==> config.mk <==
export PLATFORM = sky130hd
export DESIGN_NAME = bl_accept_ctrl
export DESIGN_NICKNAME = d
export VERILOG_FILES = /design/src/rtl/blx_pkg.sv /design/src/rtl/blx_arbiter.sv /design/src/rtl/blx_target.sv /design/src/rtl/blx_state.sv /design/src/rtl/bl_accept_ctrl.sv
export SDC_FILE = /design/constraint.sdc
export NUM_CORES = 1
export LEC_CHECK = 0
export ABC_AREA = 1
export BUFFER_PORTS_ARGS = -buffer_cell sky130_fd_sc_hd__buf_4
export CORE_ASPECT_RATIO = 0.75
export CORE_MARGIN = 10
export CORE_UTILIZATION = 35
export CTS_CLUSTER_SIZE = 24
export DETAILED_ROUTE_END_ITERATION = 6
export GPL_ROUTABILITY_DRIVEN = 1
export GPL_TIMING_DRIVEN = 0
export SYNTH_ARGS = -nofsm -noshare
export SYNTH_HDL_FRONTEND = slang
export SYNTH_SLANG_ARGS = --single-unit
==> constraint.sdc <==
create_clock -name clk_i -period 4.1 [get_ports clk_i]
set_input_delay 0 -clock clk_i [delete_from_list [all_inputs] [get_ports clk_i]]
set_output_delay 0 -clock clk_i [all_outputs]
set_load 0.005 [all_outputs]
==> src/rtl/blx_pkg.sv <==
package blx_pkg;

   typedef enum logic [2:0] {
      EV_NONE  = 3'd0,
      EV_RST   = 3'd1,
      EV_REDIR = 3'd2,
      EV_EXC   = 3'd3,
      EV_BRK   = 3'd4,
      EV_NMI   = 3'd5,
      EV_IRQ   = 3'd6,
      EV_RTE   = 3'd7
   } ev_e;

   function automatic logic ev_saves(input ev_e ev);
      return (ev == EV_EXC) || (ev == EV_BRK) || (ev == EV_NMI) || (ev == EV_IRQ);
   endfunction

endpackage

==> src/rtl/blx_arbiter.sv <==
module blx_arbiter
   import blx_pkg::*;
(
   input  logic bnd_i,
   input  logic bl_i,
   input  logic sleep_i,
   input  logic nmi_ovr_i,
   input  logic rst_req_i,
   input  logic exc_req_i,
   input  logic brk_req_i,
   input  logic nmi_req_i,
   input  logic irq_req_i,
   input  logic rte_i,
   output ev_e  ev_o
);

   logic brk_live;
   logic nmi_live;
   logic irq_live;

   // qualification of each source by the block bit
   assign brk_live = brk_req_i && !bl_i;
   assign nmi_live = nmi_req_i && (!bl_i || nmi_ovr_i || sleep_i);
   assign irq_live = irq_req_i && (!bl_i || sleep_i);

   always_comb begin
      ev_o = EV_NONE;
      if (bnd_i) begin
         if (rst_req_i)      ev_o = EV_RST;
         else if (exc_req_i) ev_o = bl_i ? EV_REDIR : EV_EXC;
         else if (brk_live)  ev_o = EV_BRK;
         else if (nmi_live)  ev_o = EV_NMI;
         else if (irq_live)  ev_o = EV_IRQ;
         else if (rte_i)     ev_o = EV_RTE;
      end
   end

endmodule

==> src/rtl/blx_target.sv <==
module blx_target
   import blx_pkg::*;
#(
   parameter int unsigned         ADDR_W    = 32,
   parameter logic [ADDR_W-1:0]   RESET_VEC = 32'hA000_0000,
   parameter logic [ADDR_W-1:0]   EXC_OFS   = 32'h0000_0100,
   parameter logic [ADDR_W-1:0]   INT_OFS   = 32'h0000_0600,
   parameter bit                  VBR_ADD   = 1'b1
)(
   input  ev_e               ev_i,
   input  logic [ADDR_W-1:0] vbr_i,
   input  logic [ADDR_W-1:0] spc_i,
   output logic [ADDR_W-1:0] tgt_o
);

   localparam logic [ADDR_W-1:0] OFS_UNION = EXC_OFS | INT_OFS;

   if (ADDR_W < 8) begin : g_bad_width
      $error("blx_target: ADDR_W too small");
   end
   if (EXC_OFS == INT_OFS) begin : g_bad_ofs
      $error("blx_target: exception and interrupt offsets must differ");
   end

   logic [ADDR_W-1:0] exc_vec;
   logic [ADDR_W-1:0] int_vec;

   if (VBR_ADD) begin : g_add
      assign exc_vec = vbr_i + EXC_OFS;
      assign int_vec = vbr_i + INT_OFS;
   end else begin : g_or
      // base must keep offset bits clear in this variant
      assign exc_vec = (vbr_i & ~OFS_UNION) | EXC_OFS;
      assign int_vec = (vbr_i & ~OFS_UNION) | INT_OFS;
   end

   always_comb begin
      unique case (ev_i)
         EV_RST, EV_REDIR: tgt_o = RESET_VEC;
         EV_EXC, EV_BRK:   tgt_o = exc_vec;
         EV_NMI, EV_IRQ:   tgt_o = int_vec;
         EV_RTE:           tgt_o = spc_i;
         default:          tgt_o = '0;
      endcase
   end

endmodule

==> src/rtl/blx_state.sv <==
module blx_state
   import blx_pkg::*;
#(
   parameter int unsigned         ADDR_W   = 32,
   parameter int unsigned         SR_W     = 32,
   parameter int unsigned         CODE_W   = 12,
   parameter int unsigned         BL_BIT   = 28,
   parameter logic [SR_W-1:0]     SR_INIT  = 32'h7000_00F0,
   parameter logic [CODE_W-1:0]   RST_CODE = 12'h000,
   parameter logic [CODE_W-1:0]   NMI_CODE = 12'h1C0,
   parameter logic [CODE_W-1:0]   BRK_CODE = 12'h1E0
)(
   input  logic              clk_i,
   input  logic              rst_n_i,
   input  ev_e               ev_i,
   input  logic [ADDR_W-1:0] pc_i,
   input  logic [CODE_W-1:0] exc_code_i,
   input  logic [CODE_W-1:0] irq_code_i,
   input  logic              sr_we_i,
   input  logic [SR_W-1:0]   sr_wdata_i,
   input  logic              vbr_we_i,
   input  logic [ADDR_W-1:0] vbr_wdata_i,
   output logic [SR_W-1:0]   sr_o,
   output logic [SR_W-1:0]   ssr_o,
   output logic [ADDR_W-1:0] spc_o,
   output logic [ADDR_W-1:0] vbr_o,
   output logic [CODE_W-1:0] evt_o
);

   localparam logic [SR_W-1:0] BL_MASK = SR_W'(1) << BL_BIT;

   if (BL_BIT >= SR_W) begin : g_bad_bl
      $error("blx_state: BL_BIT outside SR");
   end
   if (SR_INIT[BL_BIT] != 1'b1) begin : g_bad_init
      $error("blx_state: SR_INIT must have the block bit set");
   end

   logic              saves;
   logic [CODE_W-1:0] new_code;

   assign saves = ev_saves(ev_i);

   always_comb begin
      unique case (ev_i)
         EV_EXC:  new_code = exc_code_i;
         EV_BRK:  new_code = BRK_CODE;
         EV_NMI:  new_code = NMI_CODE;
         EV_IRQ:  new_code = irq_code_i;
         default: new_code = RST_CODE;
      endcase
   end

   always_ff @(posedge clk_i or negedge rst_n_i) begin
      if (!rst_n_i) begin
         sr_o  <= SR_INIT;
         vbr_o <= '0;
         evt_o <= RST_CODE;
      end else begin
         unique case (ev_i)
            EV_RST: begin
               sr_o  <= SR_INIT;
               vbr_o <= '0;
               evt_o <= RST_CODE;
            end
            EV_EXC, EV_BRK, EV_NMI, EV_IRQ: begin
               sr_o  <= sr_o | BL_MASK;
               evt_o <= new_code;
            end
            EV_RTE: sr_o <= ssr_o;
            EV_REDIR: ;
            default: begin
               if (sr_we_i)  sr_o  <= sr_wdata_i;
               if (vbr_we_i) vbr_o <= vbr_wdata_i;
            end
         endcase
      end
   end

   // saved copies carry no reset value
   always_ff @(posedge clk_i) begin
      if (saves) begin
         spc_o <= pc_i;
         ssr_o <= sr_o;
      end
   end

   AST_BL_ON_TAKE: assert property (@(posedge clk_i) disable iff (!rst_n_i) saves |=> sr_o[BL_BIT]);
   AST_SAVE_PC: assert property (@(posedge clk_i) disable iff (!rst_n_i) saves |=> spc_o == $past(pc_i));
   AST_RTE_SR: assert property (@(posedge clk_i) disable iff (!rst_n_i) (ev_i == EV_RTE) |=> sr_o == $past(ssr_o));
   AST_VBR_CLEAR: assert property (@(posedge clk_i) disable iff (!rst_n_i) (ev_i == EV_RST) |=> vbr_o == '0);
   AST_WRITE_DROP: assert property (@(posedge clk_i) disable iff (!rst_n_i) (ev_i != EV_NONE && ev_i != EV_RST) |=> $stable(vbr_o));

endmodule

==> src/rtl/bl_accept_ctrl.sv <==
module bl_accept_ctrl
   import blx_pkg::*;
#(
   parameter int unsigned ADDR_W  = 32,
   parameter int unsigned SR_W    = 32,
   parameter int unsigned CODE_W  = 12,
   parameter int unsigned BL_BIT  = 28,
   parameter bit          VBR_ADD = 1'b1
)(
   input  logic              clk_i,
   input  logic              rst_n_i,
   input  logic              bnd_i,
   input  logic [ADDR_W-1:0] pc_i,
   input  logic              sleep_i,
   input  logic              nmi_ovr_i,
   input  logic              rst_req_i,
   input  logic              exc_req_i,
   input  logic [CODE_W-1:0] exc_code_i,
   input  logic              brk_req_i,
   input  logic              nmi_req_i,
   input  logic              irq_req_i,
   input  logic [CODE_W-1:0] irq_code_i,
   input  logic              rte_i,
   input  logic              sr_we_i,
   input  logic [SR_W-1:0]   sr_wdata_i,
   input  logic              vbr_we_i,
   input  logic [ADDR_W-1:0] vbr_wdata_i,
   output logic              jump_o,
   output logic [ADDR_W-1:0] jump_pc_o,
   output logic              stat_en_o,
   output logic [1:0]        stat_o,
   output logic [SR_W-1:0]   sr_o,
   output logic [ADDR_W-1:0] spc_o,
   output logic [SR_W-1:0]   ssr_o,
   output logic [ADDR_W-1:0] vbr_o,
   output logic [CODE_W-1:0] evt_o
);

   localparam logic [ADDR_W-1:0] RESET_VEC = ADDR_W'(32'hA000_0000);
   localparam logic [ADDR_W-1:0] EXC_OFS   = ADDR_W'(32'h0000_0100);
   localparam logic [ADDR_W-1:0] INT_OFS   = ADDR_W'(32'h0000_0600);
   localparam logic [SR_W-1:0]   SR_INIT   = SR_W'(32'h7000_00F0);
   localparam logic [1:0]        STAT_RST  = 2'b11;

   ev_e               ev;
   logic [ADDR_W-1:0] tgt;

   blx_arbiter u_arb (
      .bnd_i     (bnd_i),
      .bl_i      (sr_o[BL_BIT]),
      .sleep_i   (sleep_i),
      .nmi_ovr_i (nmi_ovr_i),
      .rst_req_i (rst_req_i),
      .exc_req_i (exc_req_i),
      .brk_req_i (brk_req_i),
      .nmi_req_i (nmi_req_i),
      .irq_req_i (irq_req_i),
      .rte_i     (rte_i),
      .ev_o      (ev)
   );

   blx_target #(
      .ADDR_W    (ADDR_W),
      .RESET_VEC (RESET_VEC),
      .EXC_OFS   (EXC_OFS),
      .INT_OFS   (INT_OFS),
      .VBR_ADD   (VBR_ADD)
   ) u_tgt (
      .ev_i  (ev),
      .vbr_i (vbr_o),
      .spc_i (spc_o),
      .tgt_o (tgt)
   );

   blx_state #(
      .ADDR_W  (ADDR_W),
      .SR_W    (SR_W),
      .CODE_W  (CODE_W),
      .BL_BIT  (BL_BIT),
      .SR_INIT (SR_INIT)
   ) u_state (
      .clk_i       (clk_i),
      .rst_n_i     (rst_n_i),
      .ev_i        (ev),
      .pc_i        (pc_i),
      .exc_code_i  (exc_code_i),
      .irq_code_i  (irq_code_i),
      .sr_we_i     (sr_we_i),
      .sr_wdata_i  (sr_wdata_i),
      .vbr_we_i    (vbr_we_i),
      .vbr_wdata_i (vbr_wdata_i),
      .sr_o        (sr_o),
      .ssr_o       (ssr_o),
      .spc_o       (spc_o),
      .vbr_o       (vbr_o),
      .evt_o       (evt_o)
   );

   always_ff @(posedge clk_i or negedge rst_n_i) begin
      if (!rst_n_i) begin
         jump_o    <= 1'b0;
         jump_pc_o <= '0;
         stat_en_o <= 1'b0;
         stat_o    <= 2'b00;
      end else begin
         jump_o    <= (ev != EV_NONE);
         stat_en_o <= (ev == EV_RST);
         stat_o    <= (ev == EV_RST) ? STAT_RST : 2'b00;
         if (ev != EV_NONE) jump_pc_o <= tgt;
      end
   end

   AST_IRQ_HELD: assert property (@(posedge clk_i) disable iff (!rst_n_i) (ev == EV_IRQ) |-> (!sr_o[BL_BIT] || sleep_i));
   AST_BRK_DROPPED: assert property (@(posedge clk_i) disable iff (!rst_n_i) (bnd_i && sr_o[BL_BIT]) |-> (ev != EV_BRK));
   AST_REDIR_QUIET: assert property (@(posedge clk_i) disable iff (!rst_n_i) (ev == EV_REDIR) |=> (jump_o && !stat_en_o && jump_pc_o == RESET_VEC));
   AST_STAT_ON_RST: assert property (@(posedge clk_i) disable iff (!rst_n_i) stat_en_o |-> (jump_o && jump_pc_o == RESET_VEC && sr_o == SR_INIT));
   AST_NMI_GATE: assert property (@(posedge clk_i) disable iff (!rst_n_i) (ev == EV_NMI) |-> (!sr_o[BL_BIT] || nmi_ovr_i || sleep_i));
   AST_RST_FIRST: assert property (@(posedge clk_i) disable iff (!rst_n_i) (bnd_i && rst_req_i) |-> (ev == EV_RST));

endmodule

==> metrics.csv, run 1 <==
metric,value,unit
Post-Layout Inst Area,12900,µm²
layout cell share with drive strength beyond 1,0.284,
met1 WL,14.8,mm
"Slew Viols, Final",0,
Setup Skew,0.0231,ns
Max Buffers Root-to-Sink,2,
RR Startpoint,u_state.sr_o[28]$_DFFE_PN1P_,
drt initial violations,586,
fraction of registers with async set or reset after synthesis,0.632,
status,finished clean,
die area,30400,µm²
crit start category,flop,
# DRC,0,
unrepaired setup endpoints after global routing,false,
DR pass1 iterations,4,
CTS Buf Count,17,
Int Pwr,3610,µW
final setup fails,0,
synth top area cells,"dfrtp_1 (31%), edfxtp_1 (23%), nand2_1 (15%)",
HPWL Detailed,24.8,mm
I/O pin count,309,
Max-cap violations,0,
Highest Signal Layer,met4,
dpl ws,1.26,ns
Worst EP required,4.42,ns
Die Span Y,154,µm
end point of the worst hold path,u_state.vbr_o[9]$_DFFE_PN0P_,
placed cell areas,11100,µm²
Tightest Pin Transition,0.626,ns
Overflow after GRT,0,
CTS tree,done,
"Net count, final",1530,
Reg power frac,0.441,
post-route ant nets,0,
Total Wirelength,33.6,mm
reg-to-reg setup timing slack,1.21,ns
# clock sinks,174,
number of enable flip-flop cells after synthesis,64,
library cells used by synthesis,33,
worst setup path start,u_state.sr_o[28]$_DFFE_PN1P_,
hold path depth,3,
Skew-Pair Late Insertion Delay,0.45,ns
setup_tns,0,ns
Syn Nets,1080,
floorplan row count,48,
Slew headroom,0.583,
H-tree depth,4,
CP Class,reg2reg,
antenna violations before repair,0,
routed wl met3,2.77,mm
Synth top cells by count,"nand2_1 (322), nand3_1 (154), dfrtp_1 (103), edfxtp_1 (64), inv_1 (58)",
FF-to-FF End,u_state.evt_o[1]$_DFFE_PN0P_,
"area leader, netlist",dfrtp_1,
vias per cell,4.96,
"Period Utilization, post-route",0.706,
Post-Syn Area,8330,µm²
hold crit path type,in2reg,
DR vias,8461,
static leakage power,0.00626,µW
most common cell in the netlist,nand2_1,
multi-input logic area,3130,µm²
register area share after synthesis,0.563,
Synth Instances,944,
routed len/inst,19.7,µm
Clock Power Share,0.320,
first-pass GRT wire length,51.8,mm
VDD IR-drop max,289,µV
"CTS clk-pin slew, worst paths",0.07,ns
maximum fanout along the worst path,10,
GPL Wtd Cong,0.928,
Seq cells post-synth,174,
Worst Path Arrival,3.21,ns
routed length on met2,15.4,mm
Port Buf Inserts,307,
final hold slack,0.0427,ns
final worst slack,1.21,ns
Die Span X,198,µm
vias in the first global route,8844,
CTS root buf,clkbuf_16,
Yosys top cell area share,0.310,
final hold viol count,0,
initial core utilization,0.359,
antenna fix cells,0,
hold_sp,vbr_we_i,
Main synth FF type,dfrtp_1,
Reg area,4680,µm²
min Tclk post-route,2.89,ns
Reg2Reg Depth,11,
largest net degree at the start of global routing,65,
GRT Util Overall,0.220,
total net switching power,1570,µW
FILL cells,2154,
CP endpoint kind,flop,
combinational share of power,0.239,
Peak Freq,0.346,GHz
area grow syn2layout,54.6,%
core footprint,23200,µm²
Mapped Avg Cell Area,8.82,µm²
Net Sw Frac,0.303,
YS warnings,0,
Power Density,402,nW/µm²
-- worst max-delay path by stage --
| stage | slack (ns) | endpoint |
|---|---|---|
| CTS | 1.25 | u_state.evt_o[3]$_DFFE_PN0P_ |
| global route | 0.98 | u_state.evt_o[1]$_DFFE_PN0P_ |
| finish | 1.21 | u_state.evt_o[1]$_DFFE_PN0P_ |
| detailed placement | 1.26 | u_state.spc_o[3]$_DFFE_PP_ |
| floorplan | 0.85 | u_state.spc_o[0]$_DFFE_PP_ |
| global placement | -0.49 | u_state.spc_o[3]$_DFFE_PP_ |
-- routing by layer --
layer | GRT usage | vias up
li1 | - | 4035
met1 | 0.288 | 4060
met2 | 0.344 | 326
met3 | 0.0659 | 40
met4 | 0.0617 | 0
met5 | 0 | -
-- per-stage QoR --
step                       util  power (µW)  instances
final                     0.555        5180       1707
after floorplan               -        2710        944
after global placement    0.475        3430       1551
after CTS                 0.555        5230       1707
after detailed placement  0.477        3450       1553
after global routing      0.555        5440       1707
-- cells in the final DEF, fill, tap and decap left out, types with 5 or more instances in the layout --
cell,instances
edfxtp_1,64
buf_6,5
a21oi_1,6
nand3_1,154
nor2_1,40
buf_2,20
dlygate4sd3_1,122
nand4_1,38
o21ai_0,37
clkbuf_1,15
clkbuf_16,17
buf_4,317
inv_1,57
nand2_1,322
xor2_1,30
dfstp_2,7
nor3_1,5
dfrtp_1,103
-- flip-flops by register name, indices dropped and copies added, names as in the netlist --
name / count
u_state.vbr_o: 32
u_state.ssr_o: 32
u_state.evt_o: 12
jump_o: 1
jump_pc_o: 32
u_state.spc_o: 32
stat_o: 1
u_state.sr_o: 32
-- cells by family (layout without fill, tap and decap cells) --
family	count (synthesis)	count (layout)	share of synthesized area
AO/OA/AOI/OAI	52	52	0.0352
XOR/XNOR	30	30	0.0316
adder cells (fa/ha/maj)	3	3	0.00451
buffers and inverters	111	574	0.0616
flip-flops	174	174	0.563
AND/OR/NAND/NOR	574	574	0.305
-- cell type report --
type | instances | share of cell area
clock inverter | 14 | 0.0122
timing repair buffer | 431 | 0.278
buffer | 50 | 0.0221
sequential | 174 | 0.364
clock buffer | 18 | 0.0333
tap | 300 | 0.0292
multi-input combinational | 659 | 0.243
inverter | 61 | 0.0180
-- worst max-delay path, cell delays in order (launching register included) --
cell and delay, ns:
dfstp_2 0.61, nand3_1 0.09, nand2_1 0.11, nand2_1 0.13, o21ai_2 0.40, nand3_2 0.20
nand2_2 0.22, nor2_8 0.10, buf_4 0.20, nand3_1 0.08, nand3_1 0.08, dlygate4sd3_1 0.57
-- repair_timing --
item,4_1_cts,5_1_grt
endpoints found under the hold margin,165,0
gates resized for setup,0,0
setup buffers,0,0
hold buffers,122,0
-- power groups by stage --
stage | clock (µW) | sequential, µW | combinational, µW
floorplan | 0 | 2280 | 425
global placement | 0 | 2310 | 1120
detailed placement | 0 | 2310 | 1140
CTS | 1700 | 2280 | 1250
global route | 1760 | 2320 | 1360
finish | 1660 | 2280 | 1240
Note: power is estimated with default switching activity, not from simulation.
==> run 2, diff against run 1 <==
- clock period: 4.1 -> 2.8 ns (I/O delays scaled with it)
==> metrics.csv, run 2 (synthesis gave the netlist of run 1 again) <==
metric,value,unit,change
Die Span X,198,µm,unchanged
Levels on crit path,11,,unchanged
I/O pin count,309,,unchanged
Worst EP required,2.93,ns,-1.49 ns
CP Class,reg2reg,,
Overflow after GRT,0,,unchanged
reg-to-reg setup timing slack,0.14,ns,-1.07 ns
# DRC,0,,unchanged
"Period Utilization, post-route",0.949,,+0.244
final hold viol count,0,,unchanged
RR Startpoint,u_state.sr_o[28]$_DFFE_PN1P_,,
slowest CP cell,dfstp_2,,
multi-input logic area,3160,µm²,+1.1%
Power Density,575,nW/µm²,+43%
GRT Util Overall,0.221,,+0.00123
min Tclk post-route,2.66,ns,-0.234 ns
"Net count, final",1538,,+0.52%
FILL cells,2118,,-1.7%
Total Wirelength,34.0,mm,+0.98%
CTS root buf,clkbuf_16,,
final cell count without fillers,1717,,+0.59%
"commonest cells after routing, fill and taps aside","nand2_1 (320), buf_4 (319), nand3_1 (153)",,
vias per cell,4.97,,+0.33%
Max-cap violations,0,,unchanged
die area,30400,µm²,unchanged
drt initial violations,647,,+10%
Tightest Pin Transition,0.696,ns,+0.0700 ns
post-route ant nets,0,,unchanged
"Largest delay share family, worst path",buffers and inverters,,
Reg2Reg Depth,11,,unchanged
Slew headroom,0.536,,-0.0467
Setup Skew,0.0140,ns,-0.00913 ns
maximum fanout along the worst path,32,,+22
CP cell instances,nand3_1 -> nand2_1 -> nand3_1 -> a21oi_4 -> buf_4 -> nand3_2 -> nand2_4 -> nor2_8 -> buf_6 -> clkinvlp_4 -> buf_12,,
Port Buf Inserts,307,,unchanged
GPL Wtd Cong,0.927,,-0.14%
VDD IR-drop max,414,µV,+43%
H-tree depth,4,,unchanged
crit start category,flop,,
"commonest non-fill, non-tap cell in the layout",nand2_1,,
# clock sinks,174,,unchanged
HPWL Detailed,25.0,mm,+0.75%
most frequent CP cell,nand3_1,,
Die Span Y,154,µm,unchanged
CTS tree,done,,
CP endpoint kind,flop,,
CTS Buf Count,17,,unchanged
initial core utilization,0.359,,unchanged
hold crit path type,in2async,,
worst setup path start,u_state.sr_o[28]$_DFFE_PN1P_,,
Worst Path Arrival,2.79,ns,-0.42 ns
Peak Freq,0.376,GHz,+8.8%
routed len/inst,19.8,µm,+0.40%
floorplan row count,48,,unchanged
critical path's largest stage delay,0.62,ns,about the same
antenna violations before repair,3,,+3
first-pass GRT wire length,52.1,mm,+0.69%
Reg area,4680,µm²,unchanged
area grow syn2layout,55.7,%,
Skew-Pair Late Insertion Delay,0.44,ns,about the same
sum of buffers and inverters on the critical path,4,,+2
core footprint,23200,µm²,unchanged
"CTS clk-pin slew, worst paths",0.07,ns,about the same
FF-to-FF End,u_state.ssr_o[11]$_DFFE_PP_,,
unrepaired setup endpoints after global routing,false,,
static leakage power,0.00626,µW,about the same
final setup fails,0,,unchanged
CP endpoint,u_state.ssr_o[11]$_DFFE_PP_,,
largest net degree at the start of global routing,57,,-12%
vias in the first global route,8730,,-1.3%
DR pass1 iterations,7,,+3
Pwr Total,7450,µW,+44%
"Slew Viols, Final",0,,unchanged
status,finished clean,,
dpl cells,1553,,unchanged
layout cell share with drive strength beyond 1,0.291,,+0.00758
DR vias,8539,,+0.92%
Max Buffers Root-to-Sink,2,,unchanged
run 2: cell type report:
class	count	area share
diodes	2	0.000386
plain buffers	50	0.0226
clock buffers	19	0.0334
clock inverters	13	0.00840
inverters	61	0.0180
multi-input cells	659	0.244
flip-flops and latches	174	0.361
well taps	300	0.0290
repair buffers	438	0.282
repair inverters	1	0.000579
run 2: how the worst min path moves through the flow:
stage,from,end,depth (start not counted)
6_report,rst_n_i,stat_o[0]$_DFF_PN0_,2
5_1_grt,rst_n_i,stat_o[0]$_DFF_PN0_,2
4_1_cts,rst_n_i,stat_o[0]$_DFF_PN0_,2
3_5_place_dp,rst_n_i,stat_o[0]$_DFF_PN0_,1
3_3_place_gp,pc_i[7],u_state.spc_o[7]$_DFFE_PP_,1
2_1_floorplan,rst_n_i,jump_o$_DFF_PN0_,0
run 2: per-stage QoR:
| stage | hold slack [ns] | setup WS [ns] | instance area [µm²] | utilization | TNS [ns] |
|---|---|---|---|---|---|
| 2_1_floorplan | -0.296 | 0.000256 | 8350 | - | 0 |
| 3_3_place_gp | 0.179 | -1.07 | 11000 | 0.476 | -68.18 |
| 3_5_place_dp | 0.00242 | -0.583 | 11100 | 0.478 | -30.29 |
| 4_1_cts | 0.109 | 0.00870 | 12900 | 0.556 | 0 |
| 5_1_grt | 0.138 | 0.0183 | 13000 | 0.559 | 0 |
| 6_report | 0.0833 | 0.142 | 13000 | 0.559 | 0 |
run 2: power by group:
part | switching [µW] | leakage (µW) | internal, µW
Sequential | 303 | 0.00203 | 3040
Clock | 1110 | 0.000257 | 1160
Combinational | 915 | 0.00398 | 924
run 2: repair_timing:
action,4_1_cts,5_1_grt
resized for setup,1,6
pin swaps,0,1
endpoints found under the setup margin,64,71
hold buffers,124,0
gates cloned,1,0
hold endpoints to repair,175,0
setup buffers,1,4
run 2: layer usage:
metal	wire (µm)	vias up	GRT usage
li1	-	4044	-
met1	14600	4107	0.291
met2	15600	351	0.344
met3	3220	35	0.0709
met4	558	2	0.0559
met5	13	-	0
==> run 3, diff against run 2 <==
- BUFFER_PORTS_ARGS: -buffer_cell sky130_fd_sc_hd__buf_4 -> default
- DONT_BUFFER_PORTS: default -> 1
==> metrics.csv, run 3 (synthesis gave the netlist of run 1 again) <==
metric,value,unit,change
Total Wirelength,31.9,mm,-6.0%
CP endpoint,u_state.spc_o[2]$_DFFE_PP_,,
VDD IR-drop max,427,µV,+3.2%
Setup Skew,0.00863,ns,-0.00537 ns
final setup fails,0,,unchanged
"Slew Viols, Final",0,,unchanged
worst setup path start,u_state.sr_o[28]$_DFFE_PN1P_,,
FILL cells,2240,,+5.8%
min Tclk post-route,2.67,ns,+0.0161 ns
"commonest non-fill, non-tap cell in the layout",nand2_1,,
reg-to-reg setup timing slack,0.13,ns,-0.02 ns
routed length on met2,14.4,mm,-7.8%
Die Span X,198,µm,unchanged
Max Buffers Root-to-Sink,2,,unchanged
maximum fanout along the worst path,32,,unchanged
# DRC,0,,unchanged
FF-to-FF End,u_state.spc_o[2]$_DFFE_PP_,,
post-route ant nets,0,,unchanged
Tightest Pin Transition,0.711,ns,+0.0153 ns
final hold viol count,0,,unchanged
CP endpoint kind,flop,,
Highest Signal Layer,met4,,
drt initial violations,469,,-28%
largest net degree at the start of global routing,111,,+95%
initial core utilization,0.359,,unchanged
crit start category,flop,,
area grow syn2layout,29.3,%,
Skew-Pair Late Insertion Delay,0.44,ns,about the same
# clock sinks,174,,unchanged
Overflow after GRT,0,,unchanged
Max-cap violations,0,,unchanged
setup_tns,0,ns,unchanged
DR vias,7389,,-13%
hold crit path type,in2reg,,
H-tree depth,4,,unchanged
Worst Path Arrival,2.81,ns,+0.02 ns
DR pass1 iterations,7,,unchanged
CTS tree,done,,
Slew headroom,0.526,,-0.0102
antenna violations before repair,2,,-1
"Net count, final",1234,,-20%
hold_sp,bnd_i,,
Port Buf Inserts,0,,-100%
first-pass GRT wire length,47.9,mm,-8.2%
static leakage power,0.00480,µW,-23%
vias in the first global route,7577,,-13%
routed wl met3,3.39,mm,+5.3%
I/O pin count,309,,unchanged
final design utilization,0.464,,-0.0949
CP Class,reg2reg,,
GRT Util Overall,0.207,,-0.0141
vias per cell,5.23,,+5.1%
HPWL Detailed,23.4,mm,-6.3%
met1 WL,13.5,mm,-7.1%
die area,30400,µm²,unchanged
CTS Buf Count,17,,unchanged
Die Span Y,154,µm,unchanged
routed len/inst,22.6,µm,+14%
unrepaired setup endpoints after global routing,false,,
"CTS clk-pin slew, worst paths",0.07,ns,about the same
Reg2Reg Depth,11,,unchanged
"commonest cells after routing, fill and taps aside","nand2_1 (319), nand3_1 (153), dlygate4sd3_1 (125)",,
final hold slack,0.0269,ns,-0.0563 ns
core footprint,23200,µm²,unchanged
Peak Freq,0.374,GHz,-0.60%
RR Startpoint,u_state.sr_o[28]$_DFFE_PN1P_,,
Worst EP required,2.93,ns,about the same
GPL Wtd Cong,0.894,,-3.5%
status,finished clean,,
layout cell share with drive strength beyond 1,0.0990,,-0.192
Power Density,659,nW/µm²,+15%
floorplan row count,48,,unchanged
CTS root buf,clkbuf_16,,
"Period Utilization, post-route",0.955,,+0.00575
run 3: changes by cell type in the layout (fill, tap and decap cells not counted), moves of 2 or more:
cell        change
buf_4         -304
clkinv_8        +4
inv_8           +4
clkinvlp_4      -3
clkbuf_1        -2
inv_6           -2
run 3: power breakdown:
group          internal [µW]  switching, µW  total (µW)  leakage [µW]
registers               3040            451        3490       0.00203
logic                    435            648        1080       0.00247
clock network           1300           1220        2520      0.000303
run 3: worst min-delay path by stage:
stage	endpoint	slack [ns]	cells past startpoint
floorplan	jump_o$_DFF_PN0_	-0.30	0
global placement	stat_o[0]$_DFF_PN0_	-0.29	0
detailed placement	stat_o[0]$_DFF_PN0_	-0.29	0
CTS	u_state.sr_o[2]$_DFFE_PN0P_	0.008	6
global route	u_state.sr_o[0]$_DFFE_PN0P_	0.04	6
finish	u_state.sr_o[2]$_DFFE_PN0P_	0.03	6
run 3: cell type report:
cell class                 instances  area (µm²)  share of cell area
buffer                            50         293              0.0272
sequential                       174        4680               0.435
multi-input combinational        659        3170               0.294
timing repair buffer             134        1380               0.128
timing repair inverter             1        7.51            0.000698
tap                              300         375              0.0349
clock inverter                    15         195              0.0181
antenna                            3        7.51            0.000698
clock buffer                      17         425              0.0395
inverter                          61         233              0.0216
run 3: routing by layer:
layer	vias up	global-route usage
met4	0	0.0544
met3	41	0.0792
met2	333	0.314
met5	-	0
li1	3445	-
met1	3570	0.270
run 3: critical path, stage by stage, from the launching register on:
cell and delay [ns]:
dfstp_2 0.61, nand3_1 0.09, nand2_1 0.12, nand3_1 0.14, a21oi_4 0.34, buf_4 0.18, nand3_2 0.08, nand2_4 0.15
nor2_8 0.09, buf_6 0.17, clkinvlp_4 0.14, buf_12 0.22
run 3: what timing repair did:
item                                    in CTS  in global routing
endpoints found under the hold margin      218                  0
hold buffers                               126                  0
buffers inserted                             1                  6
pin swaps                                    0                  2
gates resized for setup                      1                  7
cloned                                       1                  0
endpoints found under the setup margin      64                 70
run 3: through the flow:
stage          area (µm²)  setup slack [ns]  power, µW  cells
2_1_floorplan        8350          0.000256       3970    944
3_3_place_gp         8730             -1.06       4380   1244
3_5_place_dp         8750            -0.548       4400   1245
4_1_cts             10700            0.0741       7110   1405
5_1_grt             10800           0.00423       7410   1414
6_report            10800             0.125       7090   1414
